$ cat src/rtl/smpl_seq_pkg.sv
package smpl_seq_pkg;
    typedef enum logic [1:0] {
        SQ_IDLE  = 2'd0,
        SQ_SETUP = 2'd1,
        SQ_HOLD  = 2'd2
    } seq_state_e;
endpackage

$ cat src/rtl/smpl_tick_div.sv
module smpl_tick_div #(
    parameter int DIV_W = 6
) (
    input  logic             clk,
    input  logic             rst_n,
    input  logic             run,
    input  logic [DIV_W-1:0] div,
    output logic             tick
);
    logic [DIV_W-1:0] cnt_d, cnt_q;

    assign tick = run && (cnt_q == div);

    always_comb begin
        if (!run)      cnt_d = '0;
        else if (tick) cnt_d = '0;
        else           cnt_d = cnt_q + 1'b1;
    end

    always_ff @(posedge clk or negedge rst_n) begin
        if (!rst_n) cnt_q <= '0;
        else        cnt_q <= cnt_d;
    end


    tick_spacing_chk: assert property (@(posedge clk) disable iff (!rst_n)
        (run && tick && div != '0) |=> !tick);
endmodule

$ cat src/rtl/smpl_phase_ctrl.sv
module smpl_phase_ctrl
    import smpl_seq_pkg::*;
#(
    parameter int DIV_W   = 6,
    parameter int LOW_W   = 2,
    parameter int SETUP_W = 4,
    parameter int HOLD_W  = 8
) (
    input  logic               clk,
    input  logic               rst_n,
    input  logic               enable,
    input  logic [DIV_W-1:0]   cfg_div,
    input  logic               cfg_high_long,
    input  logic [LOW_W-1:0]   cfg_low,
    input  logic [SETUP_W-1:0] cfg_setup,
    input  logic [HOLD_W-1:0]  cfg_hold,
    input  logic               tick,
    output logic               run,
    output logic [DIV_W-1:0]   div_sel,
    output logic               smpl_clk,
    output logic               setup_busy,
    output logic               hold_busy
);
    localparam int CNT_W = (SETUP_W > HOLD_W) ? SETUP_W : HOLD_W;
    localparam int PH_W  = $clog2(4 + (1 << LOW_W));

    typedef struct packed {
        seq_state_e         st;
        logic [DIV_W-1:0]   div;
        logic               high_long;
        logic [LOW_W-1:0]   low;
        logic [SETUP_W-1:0] setup;
        logic [HOLD_W-1:0]  hold;
        logic [PH_W-1:0]    ph;
        logic [CNT_W-1:0]   cnt;
        logic               active;
    } seq_regs_t;

    seq_regs_t q, d;
    logic [PH_W-1:0] hi_ticks, last_ph;
    logic            per_end;

    assign hi_ticks = q.high_long ? PH_W'(4) : PH_W'(2);
    assign last_ph  = hi_ticks + PH_W'(q.low);
    assign per_end  = tick && (q.ph == last_ph);

    always_comb begin
        d = q;
        if (q.st == SQ_IDLE) begin
            if (enable) begin
                d.st        = SQ_SETUP;
                d.div       = cfg_div;
                d.high_long = cfg_high_long;
                d.low       = cfg_low;
                d.setup     = cfg_setup;
                d.hold      = cfg_hold;
                d.ph        = '0;
                d.cnt       = '0;
                d.active    = 1'b1;
            end
        end else if (tick) begin
            if (per_end) begin
                d.ph = '0;
                if (!enable) begin
                    d.st     = SQ_IDLE;
                    d.active = 1'b0;
                    d.cnt    = '0;
                end else if (q.st == SQ_SETUP) begin
                    if (q.cnt == CNT_W'(q.setup)) begin
                        d.st     = SQ_HOLD;
                        d.cnt    = '0;
                        d.active = 1'b1;
                    end else begin
                        d.cnt = q.cnt + 1'b1;
                    end
                end else if (q.active) begin
                    if (q.hold != '0) begin
                        d.active = 1'b0;
                        d.cnt    = CNT_W'(1);
                    end
                end else if (q.cnt == CNT_W'(q.hold)) begin
                    d.active = 1'b1;
                end else begin
                    d.cnt = q.cnt + 1'b1;
                end
            end else begin
                d.ph = q.ph + 1'b1;
            end
        end
    end

    always_ff @(posedge clk or negedge rst_n) begin
        if (!rst_n) begin
            q    <= '0;
            q.st <= SQ_IDLE;
        end else begin
            q <= d;
        end
    end

    assign run        = (q.st != SQ_IDLE);
    assign div_sel    = q.div;
    assign smpl_clk   = run && q.active && (q.ph < hi_ticks);
    assign setup_busy = (q.st == SQ_SETUP);
    assign hold_busy  = (q.st == SQ_HOLD);


    stop_on_disable_chk: assert property (@(posedge clk) disable iff (!rst_n)
        $fell(run) |-> !$past(enable));


    hold_after_setup_chk: assert property (@(posedge clk) disable iff (!rst_n)
        $rose(hold_busy) |-> $past(setup_busy));


    cfg_frozen_chk: assert property (@(posedge clk) disable iff (!rst_n)
        (run && $past(run)) |-> $stable({q.div, q.high_long, q.low, q.setup, q.hold}));
endmodule

$ cat src/rtl/dac_smpl_seq.sv
module dac_smpl_seq #(
    parameter int DIV_W   = 6,
    parameter int LOW_W   = 2,
    parameter int SETUP_W = 4,
    parameter int HOLD_W  = 8
) (
    input  logic               clk,
    input  logic               rst_n,
    input  logic               enable,
    input  logic [DIV_W-1:0]   cfg_div,
    input  logic               cfg_high_long,
    input  logic [LOW_W-1:0]   cfg_low,
    input  logic [SETUP_W-1:0] cfg_setup,
    input  logic [HOLD_W-1:0]  cfg_hold,
    output logic               smpl_clk,
    output logic               setup_busy,
    output logic               hold_busy
);
    logic             run, tick;
    logic [DIV_W-1:0] div_sel;

    smpl_tick_div #(.DIV_W(DIV_W)) u_div (
        .clk  (clk),
        .rst_n(rst_n),
        .run  (run),
        .div  (div_sel),
        .tick (tick)
    );

    smpl_phase_ctrl #(
        .DIV_W  (DIV_W),
        .LOW_W  (LOW_W),
        .SETUP_W(SETUP_W),
        .HOLD_W (HOLD_W)
    ) u_ctrl (
        .clk          (clk),
        .rst_n        (rst_n),
        .enable       (enable),
        .cfg_div      (cfg_div),
        .cfg_high_long(cfg_high_long),
        .cfg_low      (cfg_low),
        .cfg_setup    (cfg_setup),
        .cfg_hold     (cfg_hold),
        .tick         (tick),
        .run          (run),
        .div_sel      (div_sel),
        .smpl_clk     (smpl_clk),
        .setup_busy   (setup_busy),
        .hold_busy    (hold_busy)
    );


    status_excl_chk: assert property (@(posedge clk) disable iff (!rst_n)
        !(setup_busy && hold_busy));


    high_min_chk: assert property (@(posedge clk) disable iff (!rst_n)
        $rose(smpl_clk) |=> smpl_clk);
endmodule

$ cat config.mk
export PLATFORM = sky130hd
export DESIGN_NAME = dac_smpl_seq
export DESIGN_NICKNAME = d
export VERILOG_FILES = /design/src/rtl/smpl_seq_pkg.sv /design/src/rtl/smpl_tick_div.sv /design/src/rtl/smpl_phase_ctrl.sv /design/src/rtl/dac_smpl_seq.sv
export SDC_FILE = /design/constraint.sdc
export NUM_CORES = 1
export LEC_CHECK = 0
export BUFFER_PORTS_ARGS = -buffer_cell sky130_fd_sc_hd__buf_2
export CORE_MARGIN = 1.5
export CORE_UTILIZATION = 50
export CTS_BUF_LIST = sky130_fd_sc_hd__clkbuf_4
export CTS_CLUSTER_SIZE = 40
export DETAILED_ROUTE_END_ITERATION = 16
export PLACE_DENSITY = 0.78
export SLEW_MARGIN = 20
export SYNTH_ARGS = -nofsm -noshare
export SYNTH_HDL_FRONTEND = slang
export SYNTH_SLANG_ARGS = --single-unit
$ cat constraint.sdc
create_clock -name clk -period 2.65 [get_ports clk]
set_clock_uncertainty 0.05 [all_clocks]
set_input_delay 0.265 -clock clk [delete_from_list [all_inputs] [get_ports clk]]
set_output_delay 0.265 -clock clk [all_outputs]
set_load 0.02 [all_outputs]
==> results of run 1 <==
## power by group
part | switching [mW] | leakage (nW) | internal (mW)
sequential | 0.237 | 0.509 | 0.868
combinational | 0.534 | 0.584 | 0.509
clock | 0.213 | 0.0310 | 0.100
## worst paths after layout
path                                      from                end  slack [ns]
min in group asynchronous                rst_n        u_ctrl.q[2]        0.49
worst max-delay path              u_ctrl.q[26]        u_ctrl.q[0]        0.39
max in group asynchronous                rst_n  u_ctrl.div_sel[5]        1.51
worst max register to register    u_ctrl.q[26]        u_ctrl.q[0]        0.39
worst min register to register  u_div.cnt_q[0]     u_div.cnt_q[0]        0.47
worst min-delay path             cfg_high_long       u_ctrl.q[26]        0.06
## final cells by class
cell class	count	area, um^2
tap	52	65.06
fill	360	1878
multi-input combinational	154	1141
clock buffer	5	37.54
clock inverter	3	17.52
sequential	41	1026
inverter	7	26.28
timing repair buffer	30	162.7
## metal layers
layer	GRT usage	routed length, um	up-vias
met4	0.06197	48	0
met3	0.03608	237	5
met1	0.2564	1923	806
li1	-	-	817
met2	0.2952	1952	55
met5	0	0	-
## worst min-delay path: cells and delay by family
kind                   cells  cell delay, ns
buffers and inverters      1            0.07
AOI/OAI and AO/OA          1            0.06
and+or+nand+nor            1            0.03
## flip-flops by register name, indices dropped and copies added (netlist names)
name	flops
u_ctrl.q	29
u_ctrl.div_sel	6
u_div.cnt_q	6
## synthesized netlist by cell type, drive strengths merged, types with 2 or more instances
| library cell | number |
|---|---|
| o31ai | 2 |
| a22o | 2 |
| or2b | 3 |
| clkbuf | 2 |
| o41ai | 3 |
| inv | 7 |
| nand4 | 3 |
| nand2 | 14 |
| dfrtp | 41 |
| a21oi | 3 |
| o22ai | 3 |
| nand3 | 6 |
| a211oi | 3 |
| nor4 | 2 |
| a41oi | 3 |
| a31oi | 5 |
| and2 | 3 |
| and2b | 2 |
| xnor2 | 9 |
| ha | 5 |
| nor3 | 3 |
| and3 | 4 |
| or4 | 2 |
| o21ai | 9 |
| nor2 | 15 |
| buf | 6 |
| xor2 | 16 |
| a32o | 2 |
| mux2 | 20 |
## cells by family after synthesis
| kind of cell | count (synthesis) | synth area share |
|---|---|---|
| AOI/OAI and AO/OA | 40 | 0.1289 |
| and+or+nand+nor | 64 | 0.1528 |
| muxes | 20 | 0.1000 |
| buffers and inverters | 15 | 0.03778 |
| xor gates and xnor gates | 25 | 0.09722 |
| DFF | 41 | 0.4556 |
| adders and majority gates | 5 | 0.02778 |
## repair_timing
item | in CTS | in global routing
setup buffers | 0 | 0
hold endpoints to repair | 36 | 0
hold buffers | 1 | 0
## metrics by stage
stage	power, mW	utilization	area (um^2)	worst slack, ns	cells
2_1_floorplan	1.926	-	2252	0.6952	210
3_3_place_gp	2.113	0.5537	2411	0.4928	283
3_5_place_dp	2.161	0.5537	2411	0.4301	283
4_1_cts	2.475	0.5687	2476	0.4069	292
5_1_grt	2.652	0.5687	2476	0.2916	292
6_report	2.461	0.5687	2476	0.3895	292
==> results.cfg, run 1 <==
[timing]
drv_slew = 0
min_period_ns = 2.261
worst_pin_slew_ns = 0.8780
relSlewSlack = 0.4146
fmax_ghz = 0.4424
hold_violations = 0
whs_ns = 0.06180
tns_ns = 0
rsz0062_at_grt = no
fin_crit_sh = 0.8530
setup_violations = 0

[critical_path]
worstSetupPathType = flop to flop
reg2reg_depth = 7
cp-start-kind = flop
critical_path_arrival_ns = 2.48
cp_num_cells = 7
path_cells = inv_1 -> ha_1 -> xor2_1 -> nand4_1 -> o41a_1 -> a32o_1 -> a31o_2
path_max_fanout = 13
slowest_delay_ns = 0.52
cpLargestDelayFamily = compound AO/OA/AOI/OAI gates
cp_slowest_cell = o41a_1
worstPathRequired_ns = 2.87
crit_path_end_kind = flop
critical_path_buf_inv_count = 1

[synth]
synthArstFlopShare = 1.000
ys_seq_area_frac = 0.4556
synth.ff_latch_count = 41
synth_top_area_cell = dfrtp_1
syn-cell-area_um2 = 2252
yosysWarningCount = 0
synth_ff_type = dfrtp_1
synthesis.nets = 239
synth_cell_type_count = 47
synth_area_leaders = dfrtp_1, mux2_2, xor2_1
synth.avg_cell_area_um2 = 10.72
synth_top_cell_area_share = 0.4556
synth-edff-count = 0
syn_inst = 210

[route]
drt_iter0_drc = 139
via_count = 1683
wl_um = 4161
antenna_left = 0
firstDrtPassIters = 4
drc = 0
viasPerCell = 5.764
wl_per_cell_um = 14.25

[pwr]
ir_drop_v = 0.0005450
power_leakage_nw = 1.123
powerDensity_nw_per_um2 = 993.8

[die]
rows = 24
dieHeight_um = 70.12
core_um2 = 4354
pin_count = 27
start_util = 0.5172
die-area_um2 = 4916
die_w_um = 70.12

[placed_design]
io_buffers = 26
dp_hpwl_um = 3036
place.gp.congestion = 0.8199

[clock_network]
path_clk_slew_ns = 0.13
clkLatencyLatePin_ns = 0.36
cts_tree = yes
cts_resized = 0
root_buffer = clkbuf_4
cts.sinks = 41
cts_buffer_depth = 2
cts-buffers-inserted = 5
htree_levels = 2

[global_routing]
grt_util_all_layers = 0.1855
grt_start_max_net_pins = 42
grt_pass1_wl_um = 7279
overflow = 0
grt_pass1_vias = 1616
antenna_found_initial = 0

[layout]
antenna_cells = 0
final_cell_mix = dfrtp_1, buf_2, mux2_2
drive_gt1_frac = 0.2542
num-nets-final = 268
area_growth_pct = 9.944
final_common_cell = dfrtp_1

[min_path]
hp-class = input pin to flop
hold_depth = 3

[outcome]
status = complete, no violations

[job]
drv_cap = 0
Power figures use the tool's default switching activity.
==> run 2: changes to the inputs <==
--- a/config.mk
+++ b/config.mk
@@ -6,12 +6,14 @@
 export NUM_CORES = 1
 export LEC_CHECK = 0
 export BUFFER_PORTS_ARGS = -buffer_cell sky130_fd_sc_hd__buf_2
+export CELL_PAD_IN_SITES_DETAIL_PLACEMENT = 0
+export CELL_PAD_IN_SITES_GLOBAL_PLACEMENT = 1
 export CORE_MARGIN = 1.5
-export CORE_UTILIZATION = 50
+export CORE_UTILIZATION = 47
 export CTS_BUF_LIST = sky130_fd_sc_hd__clkbuf_4
-export CTS_CLUSTER_SIZE = 40
+export CTS_CLUSTER_SIZE = 10
 export DETAILED_ROUTE_END_ITERATION = 16
-export PLACE_DENSITY = 0.78
+export PLACE_DENSITY = 0.89
 export SLEW_MARGIN = 20
 export SYNTH_ARGS = -nofsm -noshare
 export SYNTH_HDL_FRONTEND = slang
==> run 2 against run 1 <==
Total power is 0.13% higher. Wire length is 1.5% higher. Final cell count is 0.34% higher. Non-clock buffer count fell by 1. Count of clock-buffer cells in the layout is the same. The run now ends with design-rule violations, negative hold slack left. Flip-flop and latch count is the same. Register-to-register slack worse by 0.04 ns. Critical endpoint unchanged. First-iteration DRC count fell by 35%. Global-route usage shrank 0.62 points. Largest cell class unchanged. Critical path depth is the same. Die area increased by 6.1%. Via count shrank 1.8%.
==> results.cfg, run 2 (synthesis results as in run 1) <==
[critical_path]
rrSetupSlack_ns = 0.35
critical_path_arrival_ns = 2.52
cp-start-kind = flop
worstPathRequired_ns = 2.86
path_max_fanout = 13
crit_path_end_kind = flop
worstSetupPathType = flop to flop

[timing]
setup_violations = 0
fmax_ghz = 0.4339
whs_ns = -0.02979
worst_pin_slew_ns = 0.9090
min_period_ns = 2.304
rsz0062_at_grt = no
tns_ns = 0
fin_crit_sh = 0.8696
drv_slew = 0
hold_violations = 41
relSlewSlack = 0.3940

[layout]
largest-register = u_ctrl.q
final_common_cell = dfrtp_1
antenna_cells = 0
num-nets-final = 267
area_growth_pct = 9.611
design_area_um2 = 2469
filler_cell_count = 419
final_cell_mix = dfrtp_1, buf_2, mux2_2
largest_register_ff_count = 29
drive_gt1_frac = 0.2552
final_cells = 293

[clock_network]
root_buffer = clkbuf_4
cts_resized = 0
cts_buffer_depth = 2
postCtsSetupBuffers = 0
cts_tree = yes
path_clk_slew_ns = 0.13
cts.sinks = 41
htree_levels = 2
holdBufCountCts = 0
clkLatencyLatePin_ns = 0.36
cts-buffers-inserted = 5

[global_routing]
grt_pass1_vias = 1569
grt_pass1_wl_um = 7203
overflow = 0
antenna_found_initial = 0
grt_start_max_net_pins = 42
grt_util_all_layers = 0.1793

[die]
dieHeight_um = 72.23
rows = 25
die-area_um2 = 5216
core_um2 = 4661
start_util = 0.4832
die_w_um = 72.23
pin_count = 27

[pwr]
powerDensity_nw_per_um2 = 998.1
ir_drop_v = 0.0004857
power_leakage_nw = 1.119

[placed_design]
io_buffers = 26
place_area_um2 = 2414
place.gp.congestion = 0.8550
place_inst = 285
dp_hpwl_um = 3084

[outcome]
violations = design-rule violations, negative hold slack
status = finished, violations left

[job]
drv_cap = 0

[route]
drt_iter0_drc = 90
via_count = 1653
wl_per_cell_um = 14.41
viasPerCell = 5.642
antenna_left = 0
wl_um = 4223
drc = 1
firstDrtPassIters = 12

[min_path]
hp-class = input pin to asynchronous set/reset pin
[run 2: layout make-up]
class	instances	area, um^2	area share
clock buffer	5	37.54	0.01521
timing repair buffer	29	152.6	0.06183
tap	54	67.56	0.02737
sequential	41	1026	0.4156
clock inverter	3	17.52	0.007096
multi-input combinational	154	1141	0.4622
inverter	7	26.28	0.01064
[run 2: metrics by stage]
| stage | util | worst slack, ns | power, mW |
|---|---|---|---|
| floorplan | - | 0.6952 | 1.926 |
| detailed placement | 0.5179 | 0.4137 | 2.169 |
| CTS | 0.5297 | 0.3669 | 2.481 |
| finish | 0.5297 | 0.3455 | 2.464 |
| global placement | 0.5179 | 0.4828 | 2.117 |
| global route | 0.5297 | 0.2413 | 2.661 |
[run 2: worst max-delay path, stage by stage (launching register included)]
cell and delay [ns]:
dfrtp_1 0.40, inv_1 0.09, ha_1 0.24, xor2_1 0.23, nand4_1 0.18, o41a_1 0.54
a32o_1 0.28, a31o_2 0.20
[run 2: final timing paths]
kind,from,to,cells past startpoint
min in group clk,cfg_low[1],u_ctrl.q[25],3
hold reg to reg,u_div.cnt_q[0],u_div.cnt_q[0],1
setup / recovery,u_ctrl.q[26],u_ctrl.q[0],7
hold / removal,rst_n,u_ctrl.q[11],1
setup reg to reg,u_ctrl.q[26],u_ctrl.q[0],7
max in group asynchronous,rst_n,u_ctrl.q[18],1
[run 2: per-layer routing]
| metal | track usage | up-vias | share of wire |
|---|---|---|---|
| met3 | 0.04861 | 6 | 0.032 |
| met5 | 0 | - | 0 |
| li1 | - | 818 | - |
| met1 | 0.2430 | 803 | 0.49 |
| met2 | 0.2809 | 26 | 0.46 |
| met4 | 0.05870 | 0 | 0.015 |
[run 2: power breakdown]
part	internal, mW	leakage (nW)	switching, mW	total (mW)
combinational	0.508	0.580	0.532	1.04
clock	0.100	0.0310	0.215	0.315
sequential	0.868	0.509	0.241	1.11
total	1.48	1.12	0.988	2.46
==> run 3: changes to the inputs <==
--- a/config.mk
+++ b/config.mk
@@ -6,7 +6,8 @@
 export NUM_CORES = 1
 export LEC_CHECK = 0
 export BUFFER_PORTS_ARGS = -buffer_cell sky130_fd_sc_hd__buf_2
-export CELL_PAD_IN_SITES_DETAIL_PLACEMENT = 0
+export CAP_MARGIN = 25
+export CELL_PAD_IN_SITES_DETAIL_PLACEMENT = 1
 export CELL_PAD_IN_SITES_GLOBAL_PLACEMENT = 1
 export CORE_MARGIN = 1.5
 export CORE_UTILIZATION = 47
==> run 3 against run 2 <==
The run still ends with design-rule violations, negative hold slack left. Count of clock-buffer cells in the layout increased by 2. Final cell count unchanged. Setup slack got worse by 0.025 ns. Register-to-register slack got worse by 0.03 ns. Critical path depth unchanged. Non-clock buffer count unchanged. Hold slack got worse by 0.0012 ns. Total power increased by 3.4%. Sequential share of layout area decreased by 0.084 points. Critical path type unchanged. Largest cell class unchanged.
==> results.cfg, run 3 (synthesis results as in run 1) <==
[global_routing]
grt_pass1_wl_um = 8790
grt_start_max_net_pins = 42
antenna_found_initial = 0
overflow = 0
grt_util_all_layers = 0.2174
grt_pass1_vias = 1847

[clock_network]
htree_levels = 2
postCtsSetupBuffers = 0
cts.sinks = 41
holdBufCountCts = 0
cts_tree = yes
cts_resized = 0
cts_buffer_depth = 2
clkLatencyLatePin_ns = 0.35
cts-buffers-inserted = 5
root_buffer = clkbuf_4
path_clk_slew_ns = 0.14

[route]
drt_iter0_drc = 109
viasPerCell = 5.956
wl_um = 5191
antenna_left = 0
drc = 2
firstDrtPassIters = 10
wl_per_cell_um = 17.72
via_count = 1745

[placed_design]
place.gp.congestion = 0.8550
io_buffers = 26
dp_hpwl_um = 3833

[pwr]
p_int_mw = 1.503
swShare = 0.4103
powerDensity_nw_per_um2 = 1030
power_frac_clock = 0.130
p_sw_mw = 1.045
power_leakage_nw = 1.121
p_seq_frac = 0.442
ir_drop_v = 0.0007086
power.share.combinational = 0.429

[layout]
drive_gt1_frac = 0.2552
largest_register_ff_count = 29
ff_latch_area_um2 = 1026
antenna_cells = 0
area_growth_pct = 9.833
multi_input_area_um2 = 1141
largest-register = u_ctrl.q
final_cell_mix = dfrtp_1, buf_2, mux2_2
num-nets-final = 267
final_common_cell = dfrtp_1
filler_cell_count = 520

[outcome]
violations = design-rule violations, negative hold slack
status = finished, violations left

[die]
rows = 25
die_w_um = 72.23
core_um2 = 4661
dieHeight_um = 72.23
die-area_um2 = 5216
pin_count = 27
start_util = 0.4832

[critical_path]
cp-start-kind = flop
path_cells = inv_1 -> ha_1 -> xor2_1 -> nand4_1 -> o41a_1 -> a32o_1 -> a31o_2
path_max_fanout = 13
worstPathRequired_ns = 2.84
crit_path_end_kind = flop
slowest_delay_ns = 0.53
worstSetupPathType = flop to flop
critical_path_arrival_ns = 2.52
reg2reg_depth = 7
cp_slowest_cell = o41a_1

[timing]
rsz0062_at_grt = no
relSlewSlack = 0.4007
hold_violations = 12
worst_pin_slew_ns = 0.8990
drv_slew = 0
tns_ns = 0
min_period_ns = 2.330
whs_ns = -0.03102
setup_violations = 0
fmax_ghz = 0.4293
fin_crit_sh = 0.8791

[job]
drv_cap = 0

[min_path]
hp-class = input pin to asynchronous set/reset pin
[run 3: routing by layer]
layer  track usage  vias to the layer above  routed length (um)
li1              -                      820                   -
met1        0.2723                      875                2183
met2        0.3858                       48                2766
met3       0.04583                        2                 228
met4       0.05031                        0                  14
met5             0                        -                   0
[run 3: final timing paths]
kind | from | to | slack (ns)
min | rst_n | u_ctrl.q[26] | -0.03
max | u_ctrl.q[26] | u_ctrl.q[0] | 0.32
min in group clk | cfg_low[1] | u_ctrl.q[25] | 0.06
min reg2reg | u_div.cnt_q[0] | u_div.cnt_q[0] | 0.48
max in group asynchronous | rst_n | u_ctrl.div_sel[0] | 2.00
max reg2reg | u_ctrl.q[26] | u_ctrl.q[0] | 0.32
[run 3: power by group through the flow]
| stage | registers (mW) | clock network [mW] | logic (mW) |
|---|---|---|---|
| 2_1_floorplan | 1.05 | 0 | 0.878 |
| 3_3_place_gp | 1.11 | 0 | 1.01 |
| 3_5_place_dp | 1.14 | 0 | 1.09 |
| 4_1_cts | 1.13 | 0.336 | 1.10 |
| 5_1_grt | 1.16 | 0.364 | 1.21 |
| 6_report | 1.13 | 0.330 | 1.09 |
[run 3: layout make-up]
class / instances / share of cell area
Multi-Input combinational cell: 154 / 0.4613
Timing Repair Buffer: 29 / 0.06171
Clock inverter: 1 / 0.003035
Sequential cell: 41 / 0.4148
Tap cell: 54 / 0.02731
Clock buffer: 7 / 0.02124
Inverter: 7 / 0.01062
[run 3: critical path, delay by kind of cell (launching register included)]
family | cells | cell delay (ns)
XOR/XNOR | 1 | 0.23
adder cells (fa/ha/maj) | 1 | 0.25
AND/OR/NAND/NOR | 1 | 0.17
AO/OA/AOI/OAI | 3 | 1.02
buffers and inverters | 1 | 0.10
flip-flops | 1 | 0.40
[run 3: stage by stage]
stage / total power, mW / util / setup slack, ns / instances / instance area (um^2)
floorplan: 1.926 / - / 0.6952 / 210 / 2252
global placement: 2.117 / 0.5179 / 0.4828 / 285 / 2414
detailed placement: 2.230 / 0.5179 / 0.3740 / 285 / 2414
CTS: 2.564 / 0.5307 / 0.3273 / 293 / 2474
global route: 2.741 / 0.5307 / 0.1632 / 293 / 2474
finish: 2.548 / 0.5307 / 0.3205 / 293 / 2474
